<file path="src/rtl/hsp_pkg.sv">
package hsp_pkg;
    localparam int ADDR_W = 8;
    localparam logic [ADDR_W-1:0] ADDR_CMD = 8'b0101_0111;
    localparam logic [ADDR_W-1:0] ADDR_CS  = 8'b1001_0111;
    localparam logic [ADDR_W-1:0] ADDR_SQ  = 8'b0001_0111;
    localparam int CMD_W  = 16;
    localparam int FLD_LO = 4;
    localparam int FLD_HI = 13;

    typedef enum logic [1:0] {
        ST_IDLE  = 2'd0,
        ST_WRITE = 2'd1,
        ST_READ  = 2'd2
    } hsp_state_e;
endpackage

</file>
<file path="src/rtl/hsp_sync.sv">
module hsp_sync #(
    parameter int W      = 3,
    parameter int STAGES = 2
) (
    input  logic         clk,
    input  logic         rst_n,
    input  logic [W-1:0] d_i,
    output logic [W-1:0] q_o
);
    logic [W-1:0] stage_q [STAGES];

    for (genvar s = 0; s < STAGES; s++) begin : g_stage
        always_ff @(posedge clk or negedge rst_n) begin
            if (!rst_n) begin
                stage_q[s] <= '0;
            end else if (s == 0) begin
                stage_q[s] <= d_i;
            end else begin
                stage_q[s] <= stage_q[(s == 0) ? 0 : s-1];
            end
        end
    end

    assign q_o = stage_q[STAGES-1];
endmodule

</file>
<file path="src/rtl/hsp_cmd_reg.sv">
module hsp_cmd_reg #(
    parameter int CMD_W  = 16,
    parameter int FLD_LO = 4,
    parameter int FLD_HI = 13
) (
    input  logic                 clk,
    input  logic                 rst_n,
    input  logic                 start_i,
    input  logic                 shift_i,
    input  logic                 bit_i,
    input  logic                 commit_i,
    output logic [FLD_HI-FLD_LO:0] fld_o
);
    localparam int FLD_W = FLD_HI - FLD_LO + 1;
    localparam int CNT_W = $clog2(CMD_W + 1);
    localparam logic [CNT_W-1:0] CNT_FULL = CNT_W'(CMD_W);

    logic [CNT_W-1:0] cnt_q;
    logic [FLD_W-1:0] stage_q;
    logic [FLD_W-1:0] fld_q;

    always_ff @(posedge clk or negedge rst_n) begin
        if (!rst_n) begin
            cnt_q   <= '0;
            stage_q <= '0;
        end else if (start_i) begin
            cnt_q <= '0;
        end else if (shift_i) begin
            for (int i = 0; i < FLD_W; i++) begin
                if (cnt_q == CNT_W'(FLD_LO + i)) stage_q[i] <= bit_i;
            end
            if (cnt_q != CNT_FULL) cnt_q <= cnt_q + 1'b1;
        end
    end

    always_ff @(posedge clk or negedge rst_n) begin
        if (!rst_n) begin
            fld_q <= '0;
        end else if (commit_i && cnt_q == CNT_FULL) begin
            fld_q <= stage_q;
        end
    end

    assign fld_o = fld_q;
endmodule

</file>
<file path="src/rtl/hsp_readout.sv">
module hsp_readout #(
    parameter int CS_W = 32,
    parameter int SQ_W = 80
) (
    input  logic            clk,
    input  logic            rst_n,
    input  logic            load_cs_i,
    input  logic            load_sq_i,
    input  logic [CS_W-1:0] cs_word_i,
    input  logic [SQ_W-1:0] sq_word_i,
    input  logic            sq_ok_i,
    input  logic            adv_i,
    input  logic            clr_i,
    output logic            bit_o
);
    localparam int SR_W   = SQ_W + 1;
    localparam int CS_NB  = CS_W / 8;
    localparam int SQ_NB  = SQ_W / 8;
    localparam int CS_PAD = SR_W - 1 - CS_W;

    logic [CS_W-1:0] cs_stream;
    logic [SQ_W-1:0] sq_stream;
    logic [SR_W-1:0] sr_q;

    for (genvar j = 0; j < CS_W; j++) begin : g_cs
        assign cs_stream[j] = cs_word_i[(CS_NB - 1 - j/8)*8 + (j%8)];
    end
    for (genvar j = 0; j < SQ_W; j++) begin : g_sq
        assign sq_stream[j] = sq_word_i[(SQ_NB - 1 - j/8)*8 + (j%8)];
    end

    always_ff @(posedge clk or negedge rst_n) begin
        if (!rst_n) begin
            sr_q <= '0;
        end else if (load_cs_i) begin
            sr_q <= {{CS_PAD{1'b0}}, cs_stream, 1'b1};
        end else if (load_sq_i) begin
            sr_q <= {sq_stream, sq_ok_i};
        end else if (clr_i) begin
            sr_q <= '0;
        end else if (adv_i) begin
            sr_q <= {1'b0, sr_q[SR_W-1:1]};
        end
    end

    assign bit_o = sr_q[0];
endmodule

</file>
<file path="src/rtl/host_serial_port.sv">
module host_serial_port
    import hsp_pkg::*;
#(
    parameter int CS_W        = 32,
    parameter int SQ_W        = 80,
    parameter int SYNC_STAGES = 2
) (
    input  logic            clk,
    input  logic            rst_n,
    input  logic            sclk_i,
    input  logic            sdata_i,
    input  logic            latch_i,
    input  logic            lock_err_i,
    input  logic [CS_W-1:0] cs_word_i,
    input  logic [SQ_W-1:0] sq_word_i,
    input  logic            sq_crc_ok_i,
    output logic            sout_o,
    output logic            sout_oe_o,
    output logic            sys_stop_o,
    output logic [1:0]      demod_sel_o,
    output logic [1:0]      echo_sel_o,
    output logic            echo_vflag_o,
    output logic            analog_mode_o,
    output logic [2:0]      fmt_sel_o
);
    localparam int ACNT_W = $clog2(ADDR_W + 1);
    localparam logic [ACNT_W-1:0] ACNT_FULL = ACNT_W'(ADDR_W);
    localparam int FLD_W = FLD_HI - FLD_LO + 1;

    logic [2:0] sync_q;
    logic       sclk_s, latch_s, sdata_s;
    logic       sclk_d, latch_d;
    logic       sclk_rise, sclk_fall, latch_rise, latch_fall;

    hsp_sync #(.W(3), .STAGES(SYNC_STAGES)) u_sync (
        .clk   (clk),
        .rst_n (rst_n),
        .d_i   ({sdata_i, latch_i, sclk_i}),
        .q_o   (sync_q)
    );

    assign sclk_s  = sync_q[0];
    assign latch_s = sync_q[1];
    assign sdata_s = sync_q[2];

    always_ff @(posedge clk or negedge rst_n) begin
        if (!rst_n) begin
            sclk_d  <= 1'b0;
            latch_d <= 1'b0;
        end else begin
            sclk_d  <= sclk_s;
            latch_d <= latch_s;
        end
    end

    assign sclk_rise  =  sclk_s  & ~sclk_d;
    assign sclk_fall  = ~sclk_s  &  sclk_d;
    assign latch_rise =  latch_s & ~latch_d;
    assign latch_fall = ~latch_s &  latch_d;

    hsp_state_e state_q, state_d;

    // address collection
    logic [ADDR_W-1:0] addr_q;
    logic [ACNT_W-1:0] acnt_q;
    logic              addr_full;

    always_ff @(posedge clk or negedge rst_n) begin
        if (!rst_n) begin
            addr_q <= '0;
            acnt_q <= '0;
        end else if (state_q != ST_IDLE || latch_fall) begin
            acnt_q <= '0;
        end else if (sclk_rise) begin
            addr_q <= {addr_q[ADDR_W-2:0], sdata_s};
            if (acnt_q != ACNT_FULL) acnt_q <= acnt_q + 1'b1;
        end
    end

    assign addr_full = (acnt_q == ACNT_FULL);

    // next state
    always_comb begin
        state_d = state_q;
        unique case (state_q)
            ST_IDLE: begin
                if (latch_fall && addr_full) begin
                    if (addr_q == ADDR_CMD) state_d = ST_WRITE;
                    else if (addr_q == ADDR_CS || addr_q == ADDR_SQ) state_d = ST_READ;
                end
            end
            ST_WRITE: if (latch_fall) state_d = ST_IDLE;
            ST_READ:  if (latch_rise) state_d = ST_IDLE;
            default:  state_d = ST_IDLE;
        endcase
    end

    always_ff @(posedge clk or negedge rst_n) begin
        if (!rst_n) state_q <= ST_IDLE;
        else        state_q <= state_d;
    end

    // per-state control outputs
    logic cmd_start, cmd_shift, cmd_commit;
    logic load_cs, load_sq, rd_adv, rd_clr, rd_oe;
    logic rd_is_cs_q;

    always_comb begin
        cmd_start  = 1'b0;
        cmd_shift  = 1'b0;
        cmd_commit = 1'b0;
        load_cs    = 1'b0;
        load_sq    = 1'b0;
        rd_adv     = 1'b0;
        rd_clr     = 1'b0;
        rd_oe      = 1'b0;
        unique case (state_q)
            ST_IDLE: begin
                cmd_start = latch_fall && addr_full && (addr_q == ADDR_CMD);
                load_cs   = latch_fall && addr_full && (addr_q == ADDR_CS);
                load_sq   = latch_fall && addr_full && (addr_q == ADDR_SQ);
            end
            ST_WRITE: begin
                cmd_shift  = sclk_rise;
                cmd_commit = latch_fall;
            end
            ST_READ: begin
                rd_oe  = 1'b1;
                rd_adv = sclk_fall;
                rd_clr = rd_is_cs_q && lock_err_i;
            end
            default: ;
        endcase
    end

    always_ff @(posedge clk or negedge rst_n) begin
        if (!rst_n)       rd_is_cs_q <= 1'b0;
        else if (load_cs) rd_is_cs_q <= 1'b1;
        else if (load_sq) rd_is_cs_q <= 1'b0;
    end

    logic [FLD_W-1:0] fld;

    hsp_cmd_reg #(.CMD_W(CMD_W), .FLD_LO(FLD_LO), .FLD_HI(FLD_HI)) u_cmd (
        .clk      (clk),
        .rst_n    (rst_n),
        .start_i  (cmd_start),
        .shift_i  (cmd_shift),
        .bit_i    (sdata_s),
        .commit_i (cmd_commit),
        .fld_o    (fld)
    );

    logic rd_bit;

    hsp_readout #(.CS_W(CS_W), .SQ_W(SQ_W)) u_rd (
        .clk       (clk),
        .rst_n     (rst_n),
        .load_cs_i (load_cs),
        .load_sq_i (load_sq),
        .cs_word_i (cs_word_i),
        .sq_word_i (sq_word_i),
        .sq_ok_i   (sq_crc_ok_i),
        .adv_i     (rd_adv),
        .clr_i     (rd_clr),
        .bit_o     (rd_bit)
    );

    assign sout_oe_o     = rd_oe;
    assign sout_o        = rd_oe & rd_bit;
    assign sys_stop_o    = fld[0];
    assign demod_sel_o   = fld[2:1];
    assign echo_sel_o    = fld[4:3];
    assign echo_vflag_o  = fld[5];
    assign analog_mode_o = fld[6];
    assign fmt_sel_o     = fld[9:7];
endmodule

</file>
<file path="config.mk">
export PLATFORM = sky130hd
export DESIGN_NAME = host_serial_port
export DESIGN_NICKNAME = d
export VERILOG_FILES = /design/src/rtl/hsp_pkg.sv /design/src/rtl/hsp_sync.sv /design/src/rtl/hsp_cmd_reg.sv /design/src/rtl/hsp_readout.sv /design/src/rtl/host_serial_port.sv
export SDC_FILE = /design/constraint.sdc
export NUM_CORES = 1
export LEC_CHECK = 0
export ABC_AREA = 0
export ABC_CLOCK_PERIOD_IN_PS = 2400
export CAP_MARGIN = 15
export CORE_MARGIN = 1.5
export CORE_UTILIZATION = 52
export CTS_BUF_LIST = sky130_fd_sc_hd__clkbuf_4 sky130_fd_sc_hd__clkbuf_8
export DETAILED_ROUTE_END_ITERATION = 16
export GPL_TIMING_DRIVEN = 0
export PLACE_DENSITY = 0.81
export SLEW_MARGIN = 20
export SYNTH_ARGS = -nofsm -noshare
export SYNTH_HDL_FRONTEND = slang
export SYNTH_SLANG_ARGS = --single-unit
</file>
<file path="constraint.sdc">
create_clock -name clk -period 2.4 [get_ports clk]
set_input_delay 0.72 -clock clk [delete_from_list [all_inputs] [get_ports clk]]
set_output_delay 0.72 -clock clk [all_outputs]
set_load 0.01 [all_outputs]
</file>
Word level (Yosys, flattened, before mapping)
Cells that the tools add are included.
{"block": "word_totals", "regBits": 129, "latch_bits": 0, "ram_bits": 0, "mem_bits_ro": 0, "out_inout_bits": 12, "elab_cells": 113, "mem_count": 0}
{"block": "classes", "addsub": 2, "n_mul": 0, "div": 0, "magnitude_cmp": 0, "eq_ne": 23, "shifts": 0, "mux": 26, "n_bitwise": 11, "reduce_logical": 30}
{"operator": "two-way mux 81 bit", "count": 4}
{"operator": "equality test 5 x 4 -> 1 bit, second input constant", "count": 6}
{"operator": "AND reduction 3 bit", "count": 10}
{"operator": "equality test 5 x 3 -> 1 bit, second input constant", "count": 4}
{"operator": "two-way mux 5 bit", "count": 3}
{"operator": "two-way mux 4 bit", "count": 3}
{"operator": "nonzero test 2 bit", "count": 6}
{"operator": "two-way mux 1 bit", "count": 10}
{"operator": "two-way mux 2 bit", "count": 5}
{"operator": "equality test 8 x 5 -> 1 bit, second input constant", "count": 1}
{"operator": "equality test 8 x 7 -> 1 bit, second input constant", "count": 1}
{"operator": "equality test 8 bit, second input constant", "count": 1}
{"operator": "logical AND 1 bit", "count": 6}
{"operator": "!= test 2 bit, second input constant", "count": 3}
{"operator": "NOT 1 bit", "count": 6}
{"operator": "case mux 2 bit (3 select lines)", "count": 1}
{"operator": "AND reduction 2 bit", "count": 3}
{"operator": "adder 5 x 1 -> 5 bit, second input constant", "count": 1}
{"operator": "bitwise AND 1 bit", "count": 5}
{"operator": "equality test 5 bit, second input constant", "count": 1}
{"operator": "!= test 5 bit, second input constant", "count": 1}
{"operator": "adder 4 x 1 -> 4 bit, second input constant", "count": 1}
{"operator": "equality test 4 bit, second input constant", "count": 1}
{"operator": "!= test 4 bit, second input constant", "count": 1}
{"operator": "other kinds (7)", "count": 8}

Depth between registers and ports, before layout
{"block": "logic_depth", "depth_word": 7, "mapped_depth": 9}

Cells and area by module
A second synthesis with hierarchy kept.
{"block": "hier_totals", "cells_unflattened": 533, "hier_area_um2": 6092.1}
{"module": "hsp_readout", "instances": 1, "cells_per_inst": 365, "area_per_inst_um2": 3961.3}
{"module": "hsp_cmd_reg", "instances": 1, "cells_per_inst": 86, "area_per_inst_um2": 1139.8}
{"module": "host_serial_port", "instances": 1, "cells_per_inst": 73, "area_per_inst_um2": 818.3}
{"module": "hsp_sync", "instances": 1, "cells_per_inst": 9, "area_per_inst_um2": 172.7}

Worst setup path after synthesis
Ideal clock, no wire load.
{"block": "synth_timing", "path_type": "flip-flop to flip-flop", "start": "register acnt_q[0]", "end": "register u_rd.sr_q[59]", "arrival_time_ps": 1778, "required_ps": 2274, "slack_ps": 496, "stages_incl_launch_ff": 10, "cell_sequence": "dfrtp_1 -> inv_1 -> ha_1 -> and4bb_1 -> nand4_1 -> nor2b_1 -> buf_2 -> buf_6 -> buf_6 -> a221o_1"}
{"block": "synth_via", "elab_chain_len": 6}
{"item": "from (decl)", "line": "host_serial_port.sv:65", "text": "logic [ACNT_W-1:0] acnt_q;"}
{"item": "from (signal assigned)", "line": "host_serial_port.sv:76", "text": "if (acnt_q != ACNT_FULL) acnt_q <= acnt_q + 1'b1;"}
{"item": "equality test 4 bit (*)", "line": "host_serial_port.sv:80", "text": "assign addr_full = (acnt_q == ACNT_FULL);"}
{"item": "logical AND 1 bit (*)", "line": "host_serial_port.sv:120, host_serial_port.sv:121"}
{"item": "logical AND 1 bit", "line": "host_serial_port.sv:121", "text": "load_sq = latch_fall && addr_full && (addr_q == ADDR_SQ);"}
{"item": "two-way mux 1 bit", "line": "host_serial_port.sv:117", "text": "unique case (state_q)"}
{"item": "two-way mux 81 bit", "line": "hsp_readout.sv:37", "text": "end else if (load_sq_i) begin"}
{"item": "two-way mux 81 bit", "line": "hsp_readout.sv:35", "text": "end else if (load_cs_i) begin"}
{"item": "to (signal assigned)", "line": "hsp_readout.sv:36", "text": "sr_q <= {{CS_PAD{1'b0}}, cs_stream, 1'b1};"}
{"item": "to (signal assigned)", "line": "hsp_readout.sv:38", "text": "sr_q <= {sq_stream, sq_ok_i};"}
{"item": "to (signal assigned)", "line": "hsp_readout.sv:42", "text": "sr_q <= {1'b0, sr_q[SR_W-1:1]};"}
{"item": "to (decl)", "line": "hsp_readout.sv:23", "text": "logic [SR_W-1:0] sr_q;"}
Every way passes the cells marked *; elsewhere a longest branch is shown, timed or not.
A chain may end at the register's enable or synchronous reset.

Final worst setup path
{"block": "layout_timing", "start": "register acnt_q[0]", "end": "register u_rd.sr_q[61]"}
Same word-level chain as after synthesis.

==> impl_metrics.py <==
metrics = {
    "status": {
        "status": "complete, no violations",
    },
    "logic_synthesis": {
        "ys_ff_latch": 129,
        "synth_cell_types": 35,
        "synth_warnings": 0,
        "yosysTopAreaCell": "dfrtp_1",
        "synthTopCellsByArea": "dfrtp_1, a221o_1, mux2i_1, and2_1, mux2_2",
        "netlist_top_cells_count": "dfrtp_1, a221o_1, and2_1",
        "synth_area_sq_mm": 0.00584,
        "yosysSeqAreaShare": 0.553,
        "synth-edff-count": 0,
        "netlist_instances": 477,
        "synthArstFlopShare": 1.00,
        "synth_ff_type": "dfrtp_1",
        "synth_nets": 602,
        "synth_top_area_share": 0.553,
        "synth.most_common_cell": "dfrtp_1",
        "syn_area_per_cell_sq_um": 12.2,
    },
    "final_layout": {
        "fin_nets": 753,
        "fin_area_sq_mm": 0.00771,
        "drive_gt1_frac": 0.133,
        "area_growth_pct": 32.0,
        "utilization": 0.708,
        "fillers": 796,
        "diodes": 0,
        "instances_no_fill": 781,
    },
    "worst_setup_path": {
        "crit_arrival_ns": 2.60,
        "worstSetupPathType": "reg2reg",
        "critPathMaxFanout": 10,
        "end_kind": "flip-flop",
        "critical_path_buf_inv_count": 4,
        "crit_required_ns": 2.71,
        "start_kind": "flip-flop",
        "critPathSlowestCell": "dfrtp_1",
        "crit_family": "simple AND/OR/NAND/NOR gates",
        "path_cells": "inv_1 > ha_1 > and4bb_1 > nand4_1 > nor2b_1 > buf_2 > buf_6 > buf_6 > a221o_1",
        "cpMostUsedCell": "buf_6",
        "max_stage_delay_ns": 0.41,
    },
    "power": {
        "p_comb_frac": 0.165,
        "p_int_w": 0.00354,
        "p_clk_frac": 0.338,
        "total_power_w": 0.00473,
        "leakage_nw": 3.52,
        "netSwitchingPower_w": 0.00119,
        "p_seq_frac": 0.497,
        "pwr_density_cell_mw_per_mm2": 613,
        "swShare": 0.252,
        "ir_drop_mv": 0.536,
    },
    "sta": {
        "slew_headroom": 0.403,
        "setup_ws_ns": 0.111,
        "min_period_ns": 2.29,
        "grt_setup_unrepaired": "no",
        "finalMaxSlewViolations": 0,
        "clock_skew_ns": 0.0102,
        "setup_viol": 0,
        "worst_pin_slew_ns": 0.887,
        "fin_crit_sh": 0.954,
        "final_hold_viol_count": 0,
        "max_clock_freq_mhz": 437,
    },
    "drt": {
        "wl_per_cell_um": 16.6,
        "drt_pass1_iterations": 4,
        "via_per_inst": 5.63,
        "drc": 0,
        "drt_wl_total_um": 13000,
        "vias": 4394,
        "antenna_left": 0,
        "drtIter0Drc": 278,
    },
    "grt": {
        "grt_max_degree": 72,
        "grtUsageMet2": 0.354,
        "grt_pass1_vias": 4417,
        "grt_use_met1": 0.323,
        "antenna_found_initial": 0,
        "grt_usage": 0.234,
        "grt_pass1_wl_um": 21200,
        "busiest_layer": "met2",
        "grt_util_met3": 0.0699,
        "globalRouteOverflowTotal": 0,
    },
    "place": {
        "routabilityCongestion": 0.821,
        "dpl_worst_slack_ns": -0.311,
        "placed_cells": 748,
        "io_buffer_count": 130,
        "placed_cell_area_sq_mm": 0.00734,
        "hpwlAfterDp_um": 9300,
    },
    "cts": {
        "cts_root_buf": "clkbuf_8",
        "clock-sinks": 129,
        "cts_buffers": 17,
        "clk-insertion-delay-late_ns": 0.44,
        "clk_pin_slew_ns": 0.07,
        "cts_max_level": 4,
        "cts_buffer_depth": 2,
        "cts_tree": "built",
    },
    "floorplanning": {
        "die-area_sq_mm": 0.0119,
        "core-area_sq_mm": 0.0109,
        "die_x_um": 109,
        "start_util": 0.536,
        "die_h_um": 109,
        "row_count": 38,
        "num_io_pins": 131,
    },
    "worst_hold_path": {
        "hp-class": "in2async",
    },
    "job": {
        "maxCapViolCount": 0,
    },
}
-- routing by layer --
layer  part of all wire  wire [um]  up-vias
li1                   -          -     2075
met1               0.46       5960     2165
met2               0.47       6070      138
met3              0.059        764       16
met4              0.012        160        0
met5                  0          0        -
-- worst paths after layout --
check | start | slack [ns] | to | cells after the start
setup / recovery | acnt_q[0] | 0.11 | u_rd.sr_q[61] | 9
hold / removal | rst_n | 0.24 | u_sync.stage_q[3] | 1
setup reg to reg | acnt_q[0] | 0.11 | u_rd.sr_q[61] | 9
hold reg to reg | u_sync.stage_q[4] | 0.36 | u_sync.q_o[1] | 0
max in group asynchronous | rst_n | 1.42 | u_rd.sr_q[50] | 2
min in group clk | u_sync.stage_q[4] | 0.36 | u_sync.q_o[1] | 0
-- kinds of logic after synthesis --
family                   Yosys count  share of synthesized area
AND/OR/NAND/NOR                  142                      0.134
flip-flops                       129                      0.553
AO/OA/AOI/OAI                     89                      0.143
multiplexers                      63                      0.114
buffers and inverters             41                     0.0326
XOR/XNOR                           7                     0.0105
adder cells (fa/ha/maj)            6                     0.0129
-- repair_timing --
action,in CTS,in global routing
endpoints found under the setup margin,2,3
buffers inserted,1,0
hold buffers,0,0
gates resized for setup,4,3
gates cloned,0,0
-- layout by cell type (no fill, tap or decap), drive strengths merged --
cell type	n
nor2b	3
xor2	5
nand2	20
nor3	2
inv	8
nand4	6
o21ai	3
dlygate4sd2	1
dfrtp	129
clkbuf	42
clkdlybuf4s50	127
nand2b	2
mux2i	35
ha	6
and4bb	4
nand3b	1
nand4b	1
nand4bb	1
nor2	40
buf	19
and2	49
or2	1
nand3	6
and4b	1
a21oi	8
nor3b	1
or4	2
xnor2	2
nor4bb	1
nor4	1
a221o	78
clkinv	7
dlymetal6s2s	1
mux2	28
-- power by group through the flow --
stage                     sequential, W  clock [W]  combinational [W]
after detailed placement        0.00239          0           0.000789
after global placement          0.00238          0           0.000764
after floorplan                 0.00236          0           0.000452
after CTS                       0.00235    0.00163           0.000790
final                           0.00235    0.00160           0.000782
after global routing            0.00236    0.00173           0.000850
-- registers in the layout, indices dropped and copies added (netlist names) --
register,cells
u_cmd.stage_q,10
u_rd.sr_q,81
state_q,2
acnt_q,4
u_sync.stage_q,3
u_cmd.cnt_q,5
addr_q,8
u_sync.q_o,3
latch_d,1
rd_is_cs_q,1
sclk_d,1
u_cmd.fld_o,10
-- final cells by class --
cell class              instances  area (sq um)  share of cell area
clock inverters                 7          35.0             0.00455
plain buffers                  33           161              0.0209
flip-flops and latches        129          3230               0.419
inverters                       8          30.0             0.00390
repair buffers                132          1340               0.174
clock buffers                  25           307              0.0398
multi-input cells             307          2430               0.315
well taps                     140           175              0.0227
-- per-stage QoR --
step | TNS [ns] | hold slack [ns]
after global placement | -544.09 | 0.334
after CTS | 0 | 0.258
after detailed placement | -16.00 | 0.346
after floorplan | 0 | 0.331
after global routing | 0 | 0.275
final | 0 | 0.243
Note: power is estimated with default switching activity, not from simulation.
